File: src/rtl/hrf_pkg.sv
`timescale 1ns/1ps
package hrf_pkg;
  typedef logic [31:0] word_t;

  localparam int LEN_W         = 27;
  localparam int DIG_WORDS     = 5;
  localparam int MIN_MSG_BYTES = 9;

  // fixed word indices at the low end of the map; later ones derive from NWORDS
  localparam logic [5:0] IDX_COUNT = 6'd5;
  localparam logic [5:0] IDX_CTRL  = 6'd6;
  localparam logic [5:0] IDX_DATA0 = 6'd7;

  function automatic word_t swap_bytes(word_t w);
    return {w[7:0], w[15:8], w[23:16], w[31:24]};
  endfunction

  function automatic word_t start_word(int unsigned k, logic sha1);
    case (k)
      0: return 32'h6745_2301;
      1: return 32'hEFCD_AB89;
      2: return 32'h98BA_DCFE;
      3: return 32'h1032_5476;
      default: return sha1 ? 32'hC3D2_E1F0 : 32'h0;
    endcase
  endfunction
endpackage

File: src/rtl/hrf_softreset.sv
`timescale 1ns/1ps
module hrf_softreset #(
  parameter int CYCLES = 4
) (
  input  logic clk,
  input  logic rst_n,
  input  logic trig,
  output logic busy,
  output logic done_flag
);
  localparam int CW = $clog2(CYCLES + 1);

  logic [CW-1:0] cnt;

  assign busy = (cnt != '0);

  always_ff @(posedge clk or negedge rst_n) begin
    if (!rst_n) begin
      cnt       <= '0;
      done_flag <= 1'b1;
    end else if (trig && !busy) begin
      cnt       <= CW'(CYCLES);
      done_flag <= 1'b0;
    end else if (busy) begin
      cnt <= cnt - CW'(1);
      if (cnt == CW'(1)) done_flag <= 1'b1;
    end
  end
endmodule

File: src/rtl/hrf_inbuf.sv
`timescale 1ns/1ps
module hrf_inbuf
  import hrf_pkg::*;
#(
  parameter int NWORDS = 16
) (
  input  logic                         clk,
  input  logic                         rst_n,
  input  logic                         clr,
  input  logic                         arm,
  input  logic [$clog2(NWORDS+1)-1:0]  arm_words,
  input  logic                         wr,
  input  logic [$clog2(NWORDS)-1:0]    wr_slot,
  input  logic                         dma_mode,
  input  word_t                        wdata,
  output logic                         in_ready,
  output logic                         go,
  output logic                         dma_req,
  output word_t                        fold
);
  localparam int IW = $clog2(NWORDS);
  localparam int CW = $clog2(NWORDS + 1);

  word_t         mem [NWORDS];
  logic          armed;
  logic [CW-1:0] need;
  logic [CW-1:0] got;
  logic [IW-1:0] slot;
  logic          last_beat;

  // DMA beats all hit one address, so they land in arrival order
  assign slot      = dma_mode ? got[IW-1:0] : wr_slot;
  assign last_beat = (got + CW'(1)) == need;
  assign in_ready  = armed;
  assign dma_req   = armed && dma_mode;

  always_ff @(posedge clk or negedge rst_n) begin
    if (!rst_n) begin
      armed <= 1'b0;
      need  <= '0;
      got   <= '0;
      go    <= 1'b0;
      for (int i = 0; i < NWORDS; i++) mem[i] <= '0;
    end else if (clr) begin
      armed <= 1'b0;
      need  <= '0;
      got   <= '0;
      go    <= 1'b0;
      for (int i = 0; i < NWORDS; i++) mem[i] <= '0;
    end else begin
      go <= 1'b0;
      if (arm) begin
        armed <= 1'b1;
        need  <= arm_words;
        got   <= '0;
      end else if (wr && armed) begin
        mem[slot] <= wdata;
        got       <= got + CW'(1);
        if (last_beat) begin
          armed <= 1'b0;
          go    <= 1'b1;
        end
      end
    end
  end

  always_comb begin
    fold = '0;
    for (int i = 0; i < NWORDS; i++)
      if (CW'(i) < need) fold = fold ^ mem[i];
  end
endmodule

File: src/rtl/hrf_engine_stub.sv
`timescale 1ns/1ps
module hrf_engine_stub
  import hrf_pkg::*;
#(
  parameter int LAT = 6,
  parameter int DW  = 5
) (
  input  logic             clk,
  input  logic             rst_n,
  input  logic             clr,
  input  logic             go,
  input  word_t            fold,
  input  word_t            total,
  input  logic             close,
  input  logic [DW*32-1:0] st_in,
  output logic             busy,
  output logic             done,
  output logic [DW*32-1:0] st_out
);
  localparam int LW = $clog2(LAT + 1);

  logic [LW-1:0]    tmr;
  word_t            fold_q;
  word_t            total_q;
  logic             close_q;
  logic [DW*32-1:0] st_q;
  logic [DW*32-1:0] nxt;

  for (genvar k = 0; k < DW; k++) begin : g_mix
    word_t t;
    assign t = st_q[k*32 +: 32] + fold_q + word_t'(k);
    assign nxt[k*32 +: 32] = close_q ? (t ^ total_q) : t;
  end

  assign busy = (tmr != '0);

  always_ff @(posedge clk or negedge rst_n) begin
    if (!rst_n) begin
      tmr     <= '0;
      fold_q  <= '0;
      total_q <= '0;
      close_q <= 1'b0;
      st_q    <= '0;
      st_out  <= '0;
      done    <= 1'b0;
    end else if (clr) begin
      tmr     <= '0;
      fold_q  <= '0;
      total_q <= '0;
      close_q <= 1'b0;
      st_q    <= '0;
      st_out  <= '0;
      done    <= 1'b0;
    end else begin
      done <= 1'b0;
      if (go) begin
        fold_q  <= fold;
        total_q <= total;
        close_q <= close;
        st_q    <= st_in;
        tmr     <= LW'(LAT);
      end else if (busy) begin
        tmr <= tmr - LW'(1);
        if (tmr == LW'(1)) begin
          done   <= 1'b1;
          st_out <= nxt;
        end
      end
    end
  end
endmodule

File: src/rtl/hash_regfront.sv
`timescale 1ns/1ps
module hash_regfront
  import hrf_pkg::*;
#(
  parameter int         NWORDS      = 16,
  parameter int         SRST_CYCLES = 4,
  parameter int         ENG_LAT     = 6,
  parameter logic [3:0] REV_MAJOR   = 4'd2,
  parameter logic [3:0] REV_MINOR   = 4'd1
) (
  input  logic        clk,
  input  logic        rst_n,
  input  logic [7:0]  bus_addr,
  input  logic        bus_wr,
  input  logic [31:0] bus_wdata,
  output logic [31:0] bus_rdata,
  output logic        irq,
  output logic        dma_req,
  output logic        idle_ok
);
  localparam int         IW        = $clog2(NWORDS);
  localparam int         CW        = $clog2(NWORDS + 1);
  localparam int         BLK_BYTES = 4 * NWORDS;
  localparam logic [5:0] IDX_DLAST = 6'(int'(IDX_DATA0) + NWORDS - 1);
  localparam logic [5:0] IDX_REV   = 6'(int'(IDX_DATA0) + NWORDS);
  localparam logic [5:0] IDX_MASK  = 6'(int'(IDX_DATA0) + NWORDS + 1);
  localparam logic [5:0] IDX_STAT  = 6'(int'(IDX_DATA0) + NWORDS + 2);

  // architectural state
  word_t             st [DIG_WORDS];
  word_t             cnt;
  logic [LEN_W-1:0]  len_q;
  logic              sha1_q, init_q, close_q;
  logic              out_ready, short_q;
  logic              auto_idle, irq_en, dma_en;

  // links between sub-blocks
  logic              srst_busy, reset_done;
  logic              in_ready, go, eng_busy, eng_done;
  word_t             fold;
  logic [DIG_WORDS*32-1:0] st_flat, res_flat;

  // bus decode
  logic [5:0] idx;
  logic       aligned, wr_ok;
  logic       wr_dig, wr_cnt, wr_ctrl, wr_data, wr_mask;
  logic       lock;

  assign idx     = bus_addr[7:2];
  assign aligned = (bus_addr[1:0] == 2'b00);
  assign wr_ok   = bus_wr && aligned && !srst_busy;
  assign wr_dig  = wr_ok && (idx < 6'(DIG_WORDS));
  assign wr_cnt  = wr_ok && (idx == IDX_COUNT);
  assign wr_ctrl = wr_ok && (idx == IDX_CTRL);
  assign wr_data = wr_ok && (idx >= IDX_DATA0) && (idx <= IDX_DLAST);
  assign wr_mask = wr_ok && (idx == IDX_MASK);

  // a chunk is anywhere between opened and retired
  assign lock = in_ready || go || eng_busy || eng_done;

  // fields of an incoming control word
  logic [LEN_W-1:0] w_len;
  logic             w_close, w_init, w_sha1;
  word_t            base_cnt, tot_chk;
  logic             too_short, arm;
  logic [LEN_W-1:0] len_rnd;
  logic [CW-1:0]    arm_words;

  assign w_len    = bus_wdata[31:5];
  assign w_close  = bus_wdata[4];
  assign w_init   = bus_wdata[3];
  assign w_sha1   = bus_wdata[2];
  assign base_cnt = w_init ? '0 : cnt;
  assign tot_chk  = base_cnt + {{(32-LEN_W){1'b0}}, w_len};
  assign too_short = w_close && (w_len != '0) && (tot_chk < word_t'(MIN_MSG_BYTES));
  assign arm      = wr_ctrl && !lock && (w_len != '0) && !too_short;
  assign len_rnd  = w_len + LEN_W'(3);

  always_comb begin
    if (w_len >= LEN_W'(BLK_BYTES)) arm_words = CW'(NWORDS);
    else                            arm_words = CW'(len_rnd >> 2);
  end

  for (genvar k = 0; k < DIG_WORDS; k++) begin : g_flat
    assign st_flat[k*32 +: 32] = st[k];
  end

  hrf_softreset #(.CYCLES(SRST_CYCLES)) u_srst (
    .clk       (clk),
    .rst_n     (rst_n),
    .trig      (wr_mask && bus_wdata[1]),
    .busy      (srst_busy),
    .done_flag (reset_done)
  );

  hrf_inbuf #(.NWORDS(NWORDS)) u_inbuf (
    .clk       (clk),
    .rst_n     (rst_n),
    .clr       (srst_busy),
    .arm       (arm),
    .arm_words (arm_words),
    .wr        (wr_data),
    .wr_slot   (IW'(idx - IDX_DATA0)),
    .dma_mode  (dma_en),
    .wdata     (bus_wdata),
    .in_ready  (in_ready),
    .go        (go),
    .dma_req   (dma_req),
    .fold      (fold)
  );

  hrf_engine_stub #(.LAT(ENG_LAT), .DW(DIG_WORDS)) u_eng (
    .clk    (clk),
    .rst_n  (rst_n),
    .clr    (srst_busy),
    .go     (go),
    .fold   (fold),
    .total  (cnt + {{(32-LEN_W){1'b0}}, len_q}),
    .close  (close_q),
    .st_in  (st_flat),
    .busy   (eng_busy),
    .done   (eng_done),
    .st_out (res_flat)
  );

  always_ff @(posedge clk or negedge rst_n) begin
    if (!rst_n) begin
      for (int k = 0; k < DIG_WORDS; k++) st[k] <= '0;
      cnt       <= '0;
      len_q     <= '0;
      sha1_q    <= 1'b0;
      init_q    <= 1'b0;
      close_q   <= 1'b0;
      out_ready <= 1'b0;
      short_q   <= 1'b0;
      auto_idle <= 1'b0;
      irq_en    <= 1'b0;
      dma_en    <= 1'b0;
    end else if (srst_busy) begin
      for (int k = 0; k < DIG_WORDS; k++) st[k] <= '0;
      cnt       <= '0;
      len_q     <= '0;
      sha1_q    <= 1'b0;
      init_q    <= 1'b0;
      close_q   <= 1'b0;
      out_ready <= 1'b0;
      short_q   <= 1'b0;
      auto_idle <= 1'b0;
      irq_en    <= 1'b0;
      dma_en    <= 1'b0;
    end else begin
      // completion wins over a same-cycle clear
      if (eng_done) begin
        for (int k = 0; k < DIG_WORDS; k++) st[k] <= res_flat[k*32 +: 32];
        cnt       <= cnt + {{(32-LEN_W){1'b0}}, len_q};
        out_ready <= 1'b1;
      end else if (wr_ctrl && bus_wdata[0]) begin
        out_ready <= 1'b0;
      end

      if (!lock) begin
        for (int k = 0; k < DIG_WORDS; k++)
          if (wr_dig && idx == 6'(k))
            st[k] <= sha1_q ? swap_bytes(bus_wdata) : bus_wdata;
        if (wr_cnt) cnt <= bus_wdata;
        if (wr_ctrl) begin
          len_q   <= w_len;
          close_q <= w_close;
          init_q  <= w_init;
          sha1_q  <= w_sha1;
          short_q <= too_short;
          if (arm && w_init) begin
            for (int k = 0; k < DIG_WORDS; k++) st[k] <= start_word(k, w_sha1);
            cnt <= '0;
          end
        end
      end

      if (wr_mask) begin
        auto_idle <= bus_wdata[0];
        irq_en    <= bus_wdata[2];
        dma_en    <= bus_wdata[3];
      end
    end
  end

  always_comb begin
    bus_rdata = '0;
    if (aligned) begin
      for (int k = 0; k < DIG_WORDS; k++)
        if (idx == 6'(k)) bus_rdata = sha1_q ? swap_bytes(st[k]) : st[k];
      if (idx == IDX_COUNT) bus_rdata = cnt;
      if (idx == IDX_CTRL)  bus_rdata = {len_q, close_q, init_q, sha1_q, in_ready, out_ready};
      if (idx == IDX_REV)   bus_rdata = {24'b0, REV_MAJOR, REV_MINOR};
      if (idx == IDX_MASK)  bus_rdata = {28'b0, dma_en, irq_en, srst_busy, auto_idle};
      if (idx == IDX_STAT)  bus_rdata = {30'b0, short_q, reset_done};
    end
  end

  assign irq     = out_ready && irq_en;
  assign idle_ok = auto_idle && (len_q == '0) && !lock;
endmodule

File: config.mk
export PLATFORM = sky130hd
export DESIGN_NAME = hash_regfront
export DESIGN_NICKNAME = d
export VERILOG_FILES = /design/src/rtl/hrf_pkg.sv /design/src/rtl/hrf_softreset.sv /design/src/rtl/hrf_inbuf.sv /design/src/rtl/hrf_engine_stub.sv /design/src/rtl/hash_regfront.sv
export SDC_FILE = /design/constraint.sdc
export NUM_CORES = 2
export LEC_CHECK = 0
export BUFFER_PORTS_ARGS = -buffer_cell sky130_fd_sc_hd__buf_2
export CAP_MARGIN = 10
export CORE_ASPECT_RATIO = 0.75
export CORE_MARGIN = 8
export CORE_UTILIZATION = 55
export CTS_CLUSTER_DIAMETER = 40
export DETAILED_ROUTE_END_ITERATION = 7
export PLACE_DENSITY = 0.75
export SLEW_MARGIN = 20
export SYNTH_ARGS = -nofsm -noshare
export SYNTH_HDL_FRONTEND = slang
export SYNTH_HIERARCHICAL = 1
export SYNTH_SLANG_ARGS = --single-unit
File: constraint.sdc
create_clock -name clk -period 6.3 [get_ports clk]
set_input_delay 1.575 -clock clk [delete_from_list [all_inputs] [get_ports clk]]
set_output_delay 1.575 -clock clk [all_outputs]
set_load 0.05 [all_outputs]
# Word-level counts from Yosys, hierarchy flattened
# Cells that the tools add are included.
# totals
word_cells	302
n_memories	0
regBits	1144
ramBits	0
latch_bits	0
inputBits	43
rom_bits	0
# classes
n_reduce_logical	58
n_shift	0
n_mul	0
bitwise_logic	21
n_eq_ne	15
n_addsub	16
muxes	125
order_cmp	23
div	0
# ops
cell	n
two-way mux 32 bit	56
two-way mux 160 bit	11
two-way mux 512 bit	3
bitwise XOR 32 bit	20
bitwise mux 512 bit	1
adder 32 bit	5
demux 32 bit (select 4 bit)	1
two-way mux 27 bit	3
adder 32 x 2 -> 32 bit, second input constant	2
adder 32 x 27 -> 32 bit	2
less-than comparator 4 x 5 -> 1 bit, first input constant	8
two-way mux 1 bit	38
adder 32 x 1 -> 32 bit, second input constant	1
adder 32 x 3 -> 32 bit, second input constant	1
less-than comparator 32 x 4 -> 1 bit, second input constant	1
two-way mux 5 bit	6
logical AND 1 bit	28
>= comparator 27 x 7 -> 1 bit, second input constant	1
zero test 27 bit	1
nonzero test 27 bit	1
less-than comparator 3 x 5 -> 1 bit, first input constant	4
== test 6 x 3 -> 1 bit, second input constant	3
== test 6 x 5 -> 1 bit, second input constant	3
nonzero test 2 bit	9
other kinds (26)	49

# Logic depth before layout (Yosys ltp)
# depth
ltp_word	34
mapped_depth	25
mapped_depth_nobuf	19

# By module
# Netlist, hierarchy kept.
# by_module_without_submodules
mod	instances	area_per_inst_um2	cells_each
hrf_inbuf	1	28806.4	3528
hrf_engine_stub	1	25314.3	2669
hash_regfront	1	18258.8	2155
hrf_softreset	1	220.2	23

# Least setup slack after synthesis
# Ideal clock, no wire load.
# synth_timing
path_type	in2reg
from	input port bus_wdata[3]
to	register u_inbuf/mem[257] in the netlist's numbering
arrival_time_ps	6814
setup_slack_ps	-650
path_buffers	6
path_stages	25
setup_ps	136
cell_sequence	clkbuf_1 clkbuf_1 clkbuf_1 nor2b_1 ha_1 inv_1 fa_1 nand2b_1 a21boi_1 o211ai_1 a311oi_2 o21a_1 o2111ai_1 or4b_1 or4_1 nor4_1 a21boi_1 clkbuf_1 nor2_1 nand2_1 or2_2 clkbuf_1 clkbuf_1 nand2_1 a21oi_1
# synth_between
elab_chain_cells	8
# synth_rtl
item	line_no	source
start, declared	hash_regfront.sv:15	input logic [31:0] bus_wdata,
two-way mux 32 bit	hash_regfront.sv:73	assign base_cnt = w_init ? '0 : cnt;
adder 32 x 27 -> 32 bit	hash_regfront.sv:74	assign tot_chk = base_cnt + {{(32-LEN_W){1'b0}}, w_len};
less-than comparator 32 x 4 -> 1 bit	hash_regfront.sv:75	assign too_short = w_close && (w_len != '0) && (tot_chk < word_t'(MIN_MSG_BYTES));
logical AND 1 bit	hash_regfront.sv:75	
zero test 1 bit	hash_regfront.sv:76	assign arm = wr_ctrl && !lock && (w_len != '0) && !too_short;
logical AND 1 bit	hash_regfront.sv:76	
net arm	hash_regfront.sv:65	logic too_short, arm;
!= test 2 bit (no line)	-	
AND reduction 2 bit (no line)	-	
end signal, assigned by index	hrf_inbuf.sv:57	mem[slot] <= wdata;
end, declared	hrf_inbuf.sv:24	word_t mem [NWORDS];
# The timed path passes the listed nets, and every way through them passes these cells.
# A chain may end at the register's enable or synchronous reset.

# Worst setup path after layout
# layout_timing
from	input port bus_addr[6]
to	output port bus_rdata[3]
# layout_between
elab_chain_cells	12
elab_cells_between_ends	21
classes_between	9 x eq/ne; 11 x mux; 1 x reduce/logical
# layout_rtl
item	line_no	source
start, declared	hash_regfront.sv:13	input logic [7:0] bus_addr,
zero test 6 bit	hash_regfront.sv:191	if (idx == 6'(k)) bus_rdata = sha1_q ? swap_bytes(st[k]) : st[k];
two-way mux 32 bit (5 in series)	hash_regfront.sv:191	
two-way mux 32 bit	hash_regfront.sv:192	if (idx == IDX_COUNT) bus_rdata = cnt;
two-way mux 32 bit	hash_regfront.sv:193	if (idx == IDX_CTRL) bus_rdata = {len_q, close_q, init_q, sha1_q, in_ready, out_ready};
two-way mux 32 bit	hash_regfront.sv:194	if (idx == IDX_REV) bus_rdata = {24'b0, REV_MAJOR, REV_MINOR};
two-way mux 32 bit	hash_regfront.sv:195	if (idx == IDX_MASK) bus_rdata = {28'b0, dma_en, irq_en, srst_busy, auto_idle};
two-way mux 32 bit *	hash_regfront.sv:196	if (idx == IDX_STAT) bus_rdata = {30'b0, short_q, reset_done};
two-way mux 32 bit *	hash_regfront.sv:189	if (aligned) begin
end, declared	hash_regfront.sv:16	output logic [31:0] bus_rdata,
# Mark *: on every way between the ends. The rest lies on a longest branch, timed or not.

==> impl_metrics.ini <==
[worst_setup_path]
worst_r2r_path_depth = 22
cp.arrival_ps = 4750
slowest_stage = a211oi_1
critPathTopFamily = buffers and inverters
cp_slowest_stage_delay_ps = 460
r2r_start = cnt[0]
startpoint_type = input port
r2r-end = u_inbuf/mem[83]
critPathMaxFanout = 21
path_class = input port to output pin
cp.depth = 14
path_buf_inv = 6
required_ps = 4720
critPathMostFrequentCell = buf_4
path_cells = buf_2 > nor4_4 > buf_4 > buf_4 > a222oi_1 > nor3_1 > a221oi_2 > buf_4 > mux2_2 > a211oi_1 > a21oi_1 > o21ai_1 > buf_4 > buf_12
worstSetupEndpointType = output pin
r2r_slack_ps = 920

[logic_synthesis]
seq_area_frac_synth_pct = 39.4
synth_edf_count = 0
synth_area_sq_mm = 0.0726
avgSynthCellArea_sq_um = 8.67
synth_nets = 8736
syn_inst = 8375
yosysUniqueCellTypes = 104
async_flop_share_pct = 100
synth_area_leader_cell = dfrtp_1
netlist_top_cells_area = dfrtp_1, nand2_1, a21oi_1, xnor2_1, ha_1
yosysTopAreaCellShare_pct = 39.4
synth_warnings = 6
yosys_register_bits = 1144
synthFlopType = dfrtp_1

[timing]
skew_ps = 33.5
slew_headroom_pct = 13.2
hold_viol = 0
slew_violations = 0
fin_crit_ps = 6320
clock.fmax_ghz = 0.158
fin_ws_ps = -21.8
timing.final.crit_share_pct = 100
fin_hold_ws_ps = 471
worst_pin_slew_ps = 1290
setup_violations = 1

[floorplanning]
die-area_sq_mm = 0.144
die_w_um = 436
coreArea_sq_mm = 0.131
initial_core_util_pct = 55.4
die_y_um = 331
ios = 78
core.rowCount = 115

[cts]
clk_pin_slew_ps = 50
cts_tree = built
cts_sinks = 1144
h-tree-depth = 4
cts_max_path_buffers = 3
cts-root-buf = clkbuf_16
cts_made_buffers = 155
clk_latency_ps = 810

[finish]
fin_area_sq_mm = 0.0827
drive_above_1_share_pct = 11.4
final_nets = 8805
final_cell_mix = nand2_1, dfrtp_1, a21oi_1, nor2_1, xnor2_1
final_common_cell = nand2_1
fill_cells = 10958
utilization_pct = 63.1
area_growth_pct = 14.0

[power]
power.density_mw_per_mm2 = 224
p_leak_uw = 0.0350
vdd_drop_max_uv = 373

[status]
outcome = finished, violations left
violations = DRC, setup timing

[min_path]
whs_endpoint = u_eng/st_out[37]
hold_depth = 2
min-delay-start = u_eng/st_out[37]
min_path_type = flop to flop

[place]
placement.io_buffers = 77
place_ws_ps = -330
place_congestion = 1.06
dp_hpwl_um = 205000
place_area_sq_mm = 0.0773

[detailed_routing]
drt_iter0_drc = 10538
vias_per_cell = 6.64
drt_pre_antenna_iters = 8
drc = 25
wire_per_inst_um = 28.6
postRouteAntennaNets = 0
vias = 68692
drt_wl_total_um = 296000

[grt]
grt_max_degree = 230
first_global_vias = 64405
grt_use_total_pct = 39.6
grt_pass1_wl_um = 431000
antenna_found_initial = 17
grt-ovfl-total = 0

[flow_run]
max-cap-violations = 0
worst max path at each step:
| stage | startpoint | endpoint | slack [ps] |
|---|---|---|---|
| 6_report | bus_addr[6] | bus_rdata[3] | -20 |
| 5_1_grt | bus_addr[6] | bus_rdata[3] | -20 |
| 4_1_cts | bus_addr[4] | bus_rdata[0] | 7 |
| 3_5_place_dp | bus_wdata[3] | u_inbuf/mem[83] | -330 |
| 3_3_place_gp | bus_wdata[3] | u_inbuf/mem[92] | -270 |
| 2_1_floorplan | bus_wdata[3] | u_inbuf/mem[370] | 0.7 |
power breakdown:
| part | switching, uW | internal (uW) | total [uW] | leakage [uW] |
|---|---|---|---|---|
| Clock | 3760 | 5440 | 9200 | 0.00259 |
| Sequential | 10.9 | 7360 | 7370 | 0.0160 |
| Combinational | 1690 | 313 | 2000 | 0.0164 |
| Total | 5460 | 13100 | 18600 | 0.0350 |
synth_stat cells (19+ instances only):
library cell     n
or3_1           20
mux2_2          54
mux2i_1        378
nor4_1          23
inv_1           86
o21a_1          39
dfrtp_1       1143
a22oi_1         44
nand2b_1        42
o21bai_1        30
a211oi_1       213
ha_1           311
o21ai_0        331
xor2_1         236
a211o_1         28
and2_1          42
clkbuf_1       499
a221o_1         19
nand3_1        128
o21ai_1        115
buf_1           56
xnor3_1         21
nand2_1       1723
a31oi_1         48
a222oi_1        37
xnor2_1        452
o211ai_1        70
nor2_1         492
buf_2           55
a21oi_1        830
nand4_1         36
nor3b_1         30
o41ai_1         23
o31ai_1         36
a221oi_1        49
nor3_1          72
a21o_1         114
nor2b_1        128
what timing repair did:
action | 4_1_cts | 5_1_grt
hold buffers | 0 | 0
endpoints found under the setup margin | 1 | 17
resized for setup | 1 | 6
pin swaps | 0 | 1
buffers inserted | 0 | 1
worst reg2reg max path, delay by kind of cell, from the launching register on:
family	cells	cell delay, ps
and+or+nand+nor	9	2110
AOI/OAI and AO/OA	7	1420
buffers and inverters	4	750
adders and majority gates	2	560
DFF	1	450
state kept, by name, indices dropped and copies added, names as in the netlist, 3 cells and up:
register and flops:
cnt 32, len_q 27, st 160, u_eng/fold_q 32, u_eng/st_out 160, u_eng/st_q 160
u_eng/tmr 3, u_eng/total_q 32, u_inbuf/got 5, u_inbuf/mem 512, u_inbuf/need 5, u_srst/cnt 3
through the flow:
stage | TNS [ps] | total power (uW) | std cells
after floorplan | 0 | 8570 | 8375
after global placement | -94550 | 9410 | 10041
after detailed placement | -121330 | 9420 | 10041
after CTS | 0 | 18500 | 10328
after global routing | -24.2 | 19000 | 10330
final | -21.8 | 18600 | 10343
cells by family after synthesis:
kind of cell	after synthesis	synth area share [%]
AND/OR/NAND/NOR	2832	16.7
AO/OA/AOI/OAI	2218	19.3
flip-flops	1144	39.4
XOR/XNOR	709	8.95
buffers and inverters	709	3.87
multiplexers	433	6.08
adder cells (fa/ha/maj)	330	5.72
final cells by class:
cell class / instances / area, sq um / share of cell area [%]
multi-input combinational: 6522 / 41500 / 50.1
sequential: 1144 / 28700 / 34.6
timing repair buffer: 533 / 4690 / 5.66
clock buffer: 199 / 4370 / 5.29
tap: 1755 / 2200 / 2.65
clock inverter: 88 / 980 / 1.18
inverter: 88 / 338 / 0.408
antenna: 14 / 35.0 / 0.0423
routing by layer:
metal | part of all wire (%) | track usage [%] | wire, um | up-vias
met1 | 40 | 55.2 | 119000 | 33392
li1 | - | - | - | 29485
met4 | 4.8 | 17.0 | 14100 | 4
met2 | 39 | 52.3 | 114000 | 5001
met3 | 16 | 18.3 | 48300 | 810
met5 | 0.072 | 0 | 213 | -
(Power assumes the default switching activity.)
